### src/rtl/pwm_bank_pkg.sv
package pwm_bank_pkg;

    typedef enum logic [0:0] {
        CH_IDLE = 1'b0,
        CH_RUN  = 1'b1
    } ch_state_e;

    localparam int DUTY_W = 10;
    localparam int CODE_W = 4;

endpackage

### src/rtl/pwm_prescaler.sv
module pwm_prescaler #(
    parameter int PRE_BASE = 32,
    parameter int CODE_W   = 4
) (
    input  logic              clk,
    input  logic              rst_n,
    input  logic              run,
    input  logic [CODE_W-1:0] code,
    output logic              tick
);
    localparam int CW = $clog2(PRE_BASE);

    logic [CW-1:0] cnt_q;
    logic [CW-1:0] last;

    assign last = CW'(PRE_BASE - 1 - int'(code));
    assign tick = run && (cnt_q == last);

    always_ff @(posedge clk) begin
        if (!rst_n || !run) begin
            cnt_q <= '0;
        end else if (tick) begin
            cnt_q <= '0;
        end else begin
            cnt_q <= cnt_q + 1'b1;
        end
    end


    idle_no_tick_chk: assert property (@(posedge clk) disable iff (!rst_n)
        !run |=> (cnt_q == '0));

endmodule

### src/rtl/pwm_channel.sv
module pwm_channel
    import pwm_bank_pkg::*;
#(
    parameter int QUANTA_BITS = 10,
    parameter int PRE_BASE    = 32
) (
    input  logic              clk,
    input  logic              rst_n,
    input  logic              en,
    input  logic [DUTY_W-1:0] duty_live,
    input  logic [CODE_W-1:0] code_live,
    output logic              pwm_o
);
    localparam logic [QUANTA_BITS-1:0] Q_LAST = '1;

    ch_state_e state_q, state_d;
    logic [QUANTA_BITS-1:0] q_cnt;
    logic [DUTY_W-1:0]      duty_sh;
    logic [CODE_W-1:0]      code_sh;
    logic                   running;
    logic                   tick;
    logic                   wrap;

    assign running = (state_q == CH_RUN) && en;
    assign wrap    = running && tick && (q_cnt == Q_LAST);

    pwm_prescaler #(
        .PRE_BASE (PRE_BASE),
        .CODE_W   (CODE_W)
    ) u_pre (
        .clk   (clk),
        .rst_n (rst_n),
        .run   (running),
        .code  (code_sh),
        .tick  (tick)
    );

    // next state: START (IDLE->RUN), STOP (RUN->IDLE)
    always_comb begin
        state_d = state_q;
        unique case (state_q)
            CH_IDLE: if (en)  state_d = CH_RUN;
            CH_RUN:  if (!en) state_d = CH_IDLE;
        endcase
    end

    // state register
    always_ff @(posedge clk) begin
        if (!rst_n) state_q <= CH_IDLE;
        else        state_q <= state_d;
    end

    // quantum counter and shadow registers
    always_ff @(posedge clk) begin
        if (!rst_n) begin
            q_cnt   <= '0;
            duty_sh <= '0;
            code_sh <= '0;
        end else if (!running) begin
            q_cnt   <= '0;
            duty_sh <= duty_live;
            code_sh <= code_live;
        end else begin
            if (tick) q_cnt <= q_cnt + 1'b1;
            if (wrap) begin
                duty_sh <= duty_live;
                code_sh <= code_live;
            end
        end
    end

    // output process
    always_comb begin
        pwm_o = 1'b0;
        unique case (state_q)
            CH_IDLE: pwm_o = 1'b0;
            CH_RUN:  pwm_o = en && (q_cnt <= duty_sh[QUANTA_BITS-1:0]);
        endcase
    end


    off_clears_chk: assert property (@(posedge clk) disable iff (!rst_n)
        !en |=> (q_cnt == '0));


    shadow_hold_chk: assert property (@(posedge clk) disable iff (!rst_n)
        (running && !wrap) |=> ($stable(duty_sh) && $stable(code_sh)));


    period_starts_high_chk: assert property (@(posedge clk) disable iff (!rst_n)
        wrap |=> (pwm_o || !en));

endmodule

### src/rtl/pwm_regfile.sv
module pwm_regfile
    import pwm_bank_pkg::*;
#(
    parameter int         NUM_CH    = 3,
    parameter logic [7:0] BASE_ADDR = 8'h60,
    parameter logic [7:0] EN_ADDR   = 8'h66
) (
    input  logic                           clk,
    input  logic                           rst_n,
    input  logic [7:0]                     addr,
    input  logic [7:0]                     wdata,
    input  logic                           we,
    output logic [7:0]                     rdata,
    output logic [NUM_CH-1:0][DUTY_W-1:0]  duty_o,
    output logic [NUM_CH-1:0][CODE_W-1:0]  code_o,
    output logic [NUM_CH-1:0]              en_o
);
    logic [NUM_CH-1:0][7:0]        lo_q;
    logic [NUM_CH-1:0][1:0]        hi_q;
    logic [NUM_CH-1:0][CODE_W-1:0] code_q;
    logic [NUM_CH-1:0]             en_q;
    logic                          mapped;

    assign mapped = (addr == EN_ADDR) ||
                    ((addr >= BASE_ADDR) && (addr < BASE_ADDR + 8'(2 * NUM_CH)));

    for (genvar i = 0; i < NUM_CH; i++) begin : g_ch
        localparam logic [7:0] A_LO = BASE_ADDR + 8'(2 * i);
        localparam logic [7:0] A_HI = A_LO + 8'd1;

        always_ff @(posedge clk) begin
            if (!rst_n) begin
                lo_q[i]   <= '0;
                hi_q[i]   <= '0;
                code_q[i] <= '0;
            end else if (we) begin
                if (addr == A_LO) lo_q[i] <= wdata;
                if (addr == A_HI) begin
                    hi_q[i]   <= wdata[1:0];
                    code_q[i] <= wdata[7:4];
                end
            end
        end

        assign duty_o[i] = {hi_q[i], lo_q[i]};
        assign code_o[i] = code_q[i];
    end

    always_ff @(posedge clk) begin
        if (!rst_n)                      en_q <= '0;
        else if (we && addr == EN_ADDR)  en_q <= wdata[NUM_CH-1:0];
    end

    assign en_o = en_q;

    always_comb begin
        rdata = 8'h00;
        for (int i = 0; i < NUM_CH; i++) begin
            if (addr == BASE_ADDR + 8'(2 * i))
                rdata = lo_q[i];
            if (addr == BASE_ADDR + 8'(2 * i + 1))
                rdata = {code_q[i], 2'b00, hi_q[i]};
        end
        if (addr == EN_ADDR) rdata = 8'(en_q);
    end


    unmapped_zero_chk: assert property (@(posedge clk) disable iff (!rst_n)
        !mapped |-> (rdata == 8'h00));


    en_upper_zero_chk: assert property (@(posedge clk) disable iff (!rst_n)
        (addr == EN_ADDR) |-> ((rdata >> NUM_CH) == 8'h00));


    odd_gap_zero_chk: assert property (@(posedge clk) disable iff (!rst_n)
        (mapped && addr != EN_ADDR && addr[0] != BASE_ADDR[0]) |-> (rdata[3:2] == 2'b00));

endmodule

### src/rtl/pwm_bank.sv
module pwm_bank
    import pwm_bank_pkg::*;
#(
    parameter int         NUM_CH      = 3,
    parameter int         QUANTA_BITS = 10,
    parameter int         PRE_BASE    = 32,
    parameter logic [7:0] BASE_ADDR   = 8'h60,
    parameter logic [7:0] EN_ADDR     = 8'h66
) (
    input  logic              clk,
    input  logic              rst_n,
    input  logic [7:0]        reg_addr,
    input  logic [7:0]        reg_wdata,
    input  logic              reg_we,
    output logic [7:0]        reg_rdata,
    output logic [NUM_CH-1:0] pwm_out
);
    logic [NUM_CH-1:0][DUTY_W-1:0] duty;
    logic [NUM_CH-1:0][CODE_W-1:0] code;
    logic [NUM_CH-1:0]             en;

    pwm_regfile #(
        .NUM_CH    (NUM_CH),
        .BASE_ADDR (BASE_ADDR),
        .EN_ADDR   (EN_ADDR)
    ) u_regs (
        .clk    (clk),
        .rst_n  (rst_n),
        .addr   (reg_addr),
        .wdata  (reg_wdata),
        .we     (reg_we),
        .rdata  (reg_rdata),
        .duty_o (duty),
        .code_o (code),
        .en_o   (en)
    );

    for (genvar i = 0; i < NUM_CH; i++) begin : g_pwm
        pwm_channel #(
            .QUANTA_BITS (QUANTA_BITS),
            .PRE_BASE    (PRE_BASE)
        ) u_ch (
            .clk       (clk),
            .rst_n     (rst_n),
            .en        (en[i]),
            .duty_live (duty[i]),
            .code_live (code[i]),
            .pwm_o     (pwm_out[i])
        );
    end

endmodule

### config.mk
export PLATFORM = sky130hd
export DESIGN_NAME = pwm_bank
export DESIGN_NICKNAME = d
export VERILOG_FILES = /design/src/rtl/pwm_bank_pkg.sv /design/src/rtl/pwm_prescaler.sv /design/src/rtl/pwm_channel.sv /design/src/rtl/pwm_regfile.sv /design/src/rtl/pwm_bank.sv
export SDC_FILE = /design/constraint.sdc
export NUM_CORES = 1
export LEC_CHECK = 0
export BUFFER_PORTS_ARGS = -buffer_cell sky130_fd_sc_hd__buf_2
export CAP_MARGIN = 20
export CELL_PAD_IN_SITES_DETAIL_PLACEMENT = 0
export CELL_PAD_IN_SITES_GLOBAL_PLACEMENT = 1
export CORE_ASPECT_RATIO = 0.6
export CORE_MARGIN = 2
export CORE_UTILIZATION = 49
export DETAILED_ROUTE_END_ITERATION = 8
export GPL_ROUTABILITY_DRIVEN = 0
export PLACE_DENSITY = 0.83
export SETUP_SLACK_MARGIN = 0.4
export SLEW_MARGIN = 20
export SYNTH_ARGS = -nofsm -noshare
export SYNTH_HDL_FRONTEND = slang
export SYNTH_HIERARCHICAL = 1
export SYNTH_SLANG_ARGS = --single-unit
### constraint.sdc
create_clock -name clk -period 3.72 [get_ports clk]
set_clock_uncertainty 0.15 [all_clocks]
set_input_delay 0.372 -clock clk [delete_from_list [all_inputs] [get_ports clk]]
set_output_delay 0.372 -clock clk [all_outputs]
set_load 0.03 [all_outputs]
==> results.toml <==
[worst_setup_path]
startpoint_type = "register"
crit_arrival_ns = 2.97
crit_chain = "and2_1 > nand2_1 > a2111oi_4 > and2_1 > nand4_1 > o31ai_4 > buf_4 > mux2i_1 > nor2b_1"
crit_top_cell = "and2_1"
r2r_slack_ns = 0.90
worst_path_max_delay_cell = "a2111oi_4"
critPathMaxStageDelay_ns = 0.42
crit_type = "register to register"
path_max_fanout = 14
reg2regPathDepth = 9
critPathCaptureType = "register"
cp.required_ns = 3.87

[drt]
ant_nets = 0
drt_first_pass_iters = 5
wire_per_inst_um = 17.5
vias_per_cell = 5.61
vias = 5151
wl_um = 16100
drc = 0
drtIter0Drc = 319

[synth]
synth_cell_type_count = 58
ys.warnings.count = 6
synth_ff_type = "dfxtp_1"
yosysMostFrequentCell = "dfxtp_1"
ys_seq_area_share_pct = 39.6
synthArstFlopShare_pct = 0
syn_area_um2 = 6830
synth_area_leaders = "dfxtp_1 40%, mux2i_1 13%, ha_1 6.6%"
synthCells = 695
synthesis.nets = 750
synth_top_area_share_pct = 39.6
avgSynthCellArea_um2 = 9.82
ys_ff_latch = 135
synth_top_area_cell = "dfxtp_1"
synth-edff-count = 0
synthTopCellsByCount = "135 x dfxtp_1, 91 x mux2i_1, 82 x nand2_1"

[power_and_ir_drop]
power_density_nw_per_um2 = 429
irDropWorstVdd_mv = 0.251
power.leakage_nw = 3.24

[timing]
timing_hold_violations_final = 0
setup_viol = 0
rsz0062_at_grt = "false"
max_freq_ghz = 0.355
slew_violations = 0
tightest_slew_ns = 0.815
finalCritPeriodShare_pct = 75.7
setup_tns_ns = 0
maxSlewHeadroom_pct = 45.3
finalCriticalPeriod_ns = 2.82

[grt]
grt_pass1_wl_um = 25700
grt_max_degree = 46
first_global_vias = 4918
grt-ovfl-total = 0
antenna_found_initial = 0
track_usage_pct = 22.5

[cts]
htreeDepth = 4
post_cts_buffers = 0
cts_buffers = 17
cts_buffer_depth = 2
cts-resized-gates = 0
cts.sinks = 135
cts_hold_buffers = 0
clockRootBuffer = "clkbuf_16"
cts_tree = "yes"
clk_latency_ns = 0.42
clk_pin_slew_ns = 0.06

[placement]
io_buffers = 29
dp_hpwl_um = 11900

[die]
floorplan.die.height_um = 95.4
dieArea_um2 = 14900
start_util_pct = 50.1
placementRows = 33
io-pin-count = 30
die_x_um = 156
coreArea_um2 = 13600

[finish]
drive_gt1_share_pct = 14.0
fillers = 1162
syn2layout_area_growth_pct = 14.0
utilization_pct = 57.1
n_antenna_cell = 0
nets = 786

[worst_hold_path]
hold_depth = 3
min_path_type = "primary input to register"

[run]
drv_cap = 0

[run_status]
outcome = "finished, final reports clean"
==> critical path, delay by kind of cell (launching register included) <==
kind,cells,cell delay [ns]
AOI/OAI and AO/OA,2,0.61
buffers and inverters,1,0.29
and+or+nand+nor,5,1.06
DFF,1,0.35
muxes,1,0.23
==> flip-flops by register name, summed over array words and instances (netlist names) <==
name and count:
g_pwm.u_ch/code_sh 12, g_pwm.u_ch/duty_sh 30, u_regs/en_o 3, g_pwm.u_ch/q_cnt 30
u_regs/duty_o 30, g_pwm.u_ch/state_q 3, u_regs/code_o 12, g_pwm.u_ch/u_pre/cnt_q 15
==> placed cells by master, fill, tap and decap left out, types with 3 or more instances in the layout <==
cell type / n
o21ai_0: 15
mux2i_1: 91
and3_1: 3
buf_2: 29
clkbuf_16: 17
bufinv_16: 4
and2_1: 9
o2bb2ai_2: 3
and4_1: 3
ha_1: 36
o31ai_4: 3
a2111oi_4: 3
nor3b_1: 3
a211oi_2: 3
nand4_1: 12
inv_1: 33
a21o_1: 3
dfxtp_1: 135
o2bb2ai_1: 3
clkinv_2: 5
nor2b_1: 50
a21oi_1: 15
nand2_1: 82
nand4_4: 3
buf_4: 12
xnor2_1: 12
xor2_1: 18
and3b_1: 8
or3_2: 6
nor2_1: 34
a31oi_1: 3
or3_1: 3
nor3_1: 4
mux2_1: 9
nand3_1: 16
o211ai_1: 7
a211oi_1: 17
==> per-layer routing <==
layer	GRT usage, %	vias up	wire (µm)
met5	0	-	0
met4	6.04	0	112
met3	6.82	12	911
met2	32.4	113	6800
met1	32.6	2500	8250
li1	-	2526	-
==> worst paths after layout <==
| path | end | startpoint |
|---|---|---|
| worst max register to register | g_pwm[2].u_ch/duty_sh[3]$_SDFFE_PN0P_ | u_regs/en_o[2]$_SDFFE_PN0P_ |
| worst min register to register | u_regs/duty_o[17]$_SDFFE_PN0P_ | u_regs/duty_o[17]$_SDFFE_PN0P_ |
| worst min-delay path | u_regs/duty_o[13]$_SDFFE_PN0P_ | reg_wdata[3] |
| worst max-delay path | g_pwm[2].u_ch/duty_sh[3]$_SDFFE_PN0P_ | u_regs/en_o[2]$_SDFFE_PN0P_ |
==> cell families (layout without fill, tap and decap cells) <==
kind of cell | Yosys count | in the layout | share of synthesized area (%)
buffers and inverters | 59 | 108 | 3.85
AO/OA/AOI/OAI | 86 | 86 | 10.6
multiplexers | 102 | 102 | 15.3
adder cells (fa/ha/maj) | 36 | 36 | 6.60
AND/OR/NAND/NOR | 247 | 247 | 20.2
flip-flops | 135 | 135 | 39.6
XOR/XNOR | 30 | 30 | 3.85
==> report_power, final <==
group	internal, mW	leakage [nW]	switching (mW)
sequential	1.45	1.09	0.000833
clock	1.15	0.308	0.647
combinational	0.0293	1.84	0.0597
total	2.63	3.24	0.708
==> area by class of cell <==
class,count,area [µm²],share of cell area [%]
multi-input cells,501,3860,49.6
flip-flops and latches,135,2700,34.7
repair buffers,41,235,3.02
well taps,175,219,2.81
inverters,35,131,1.69
clock inverters,13,178,2.28
clock buffers,19,453,5.82
==> per-stage QoR <==
| stage | setup slack, ns | cell area, µm² | instances | power (mW) | hold WS (ns) |
|---|---|---|---|---|---|
| 2_1_floorplan | 1.06 | 6830 | 695 | 1.53 | 0.293 |
| 3_3_place_gp | 1.03 | 7150 | 887 | 1.56 | 0.313 |
| 3_5_place_dp | 0.905 | 7150 | 887 | 1.57 | 0.318 |
| 4_1_cts | 0.902 | 7780 | 919 | 3.36 | 0.119 |
| 5_1_grt | 0.665 | 7780 | 919 | 3.44 | 0.116 |
| 6_report | 0.904 | 7780 | 919 | 3.34 | 0.127 |
Power figures use the tool's default switching activity.
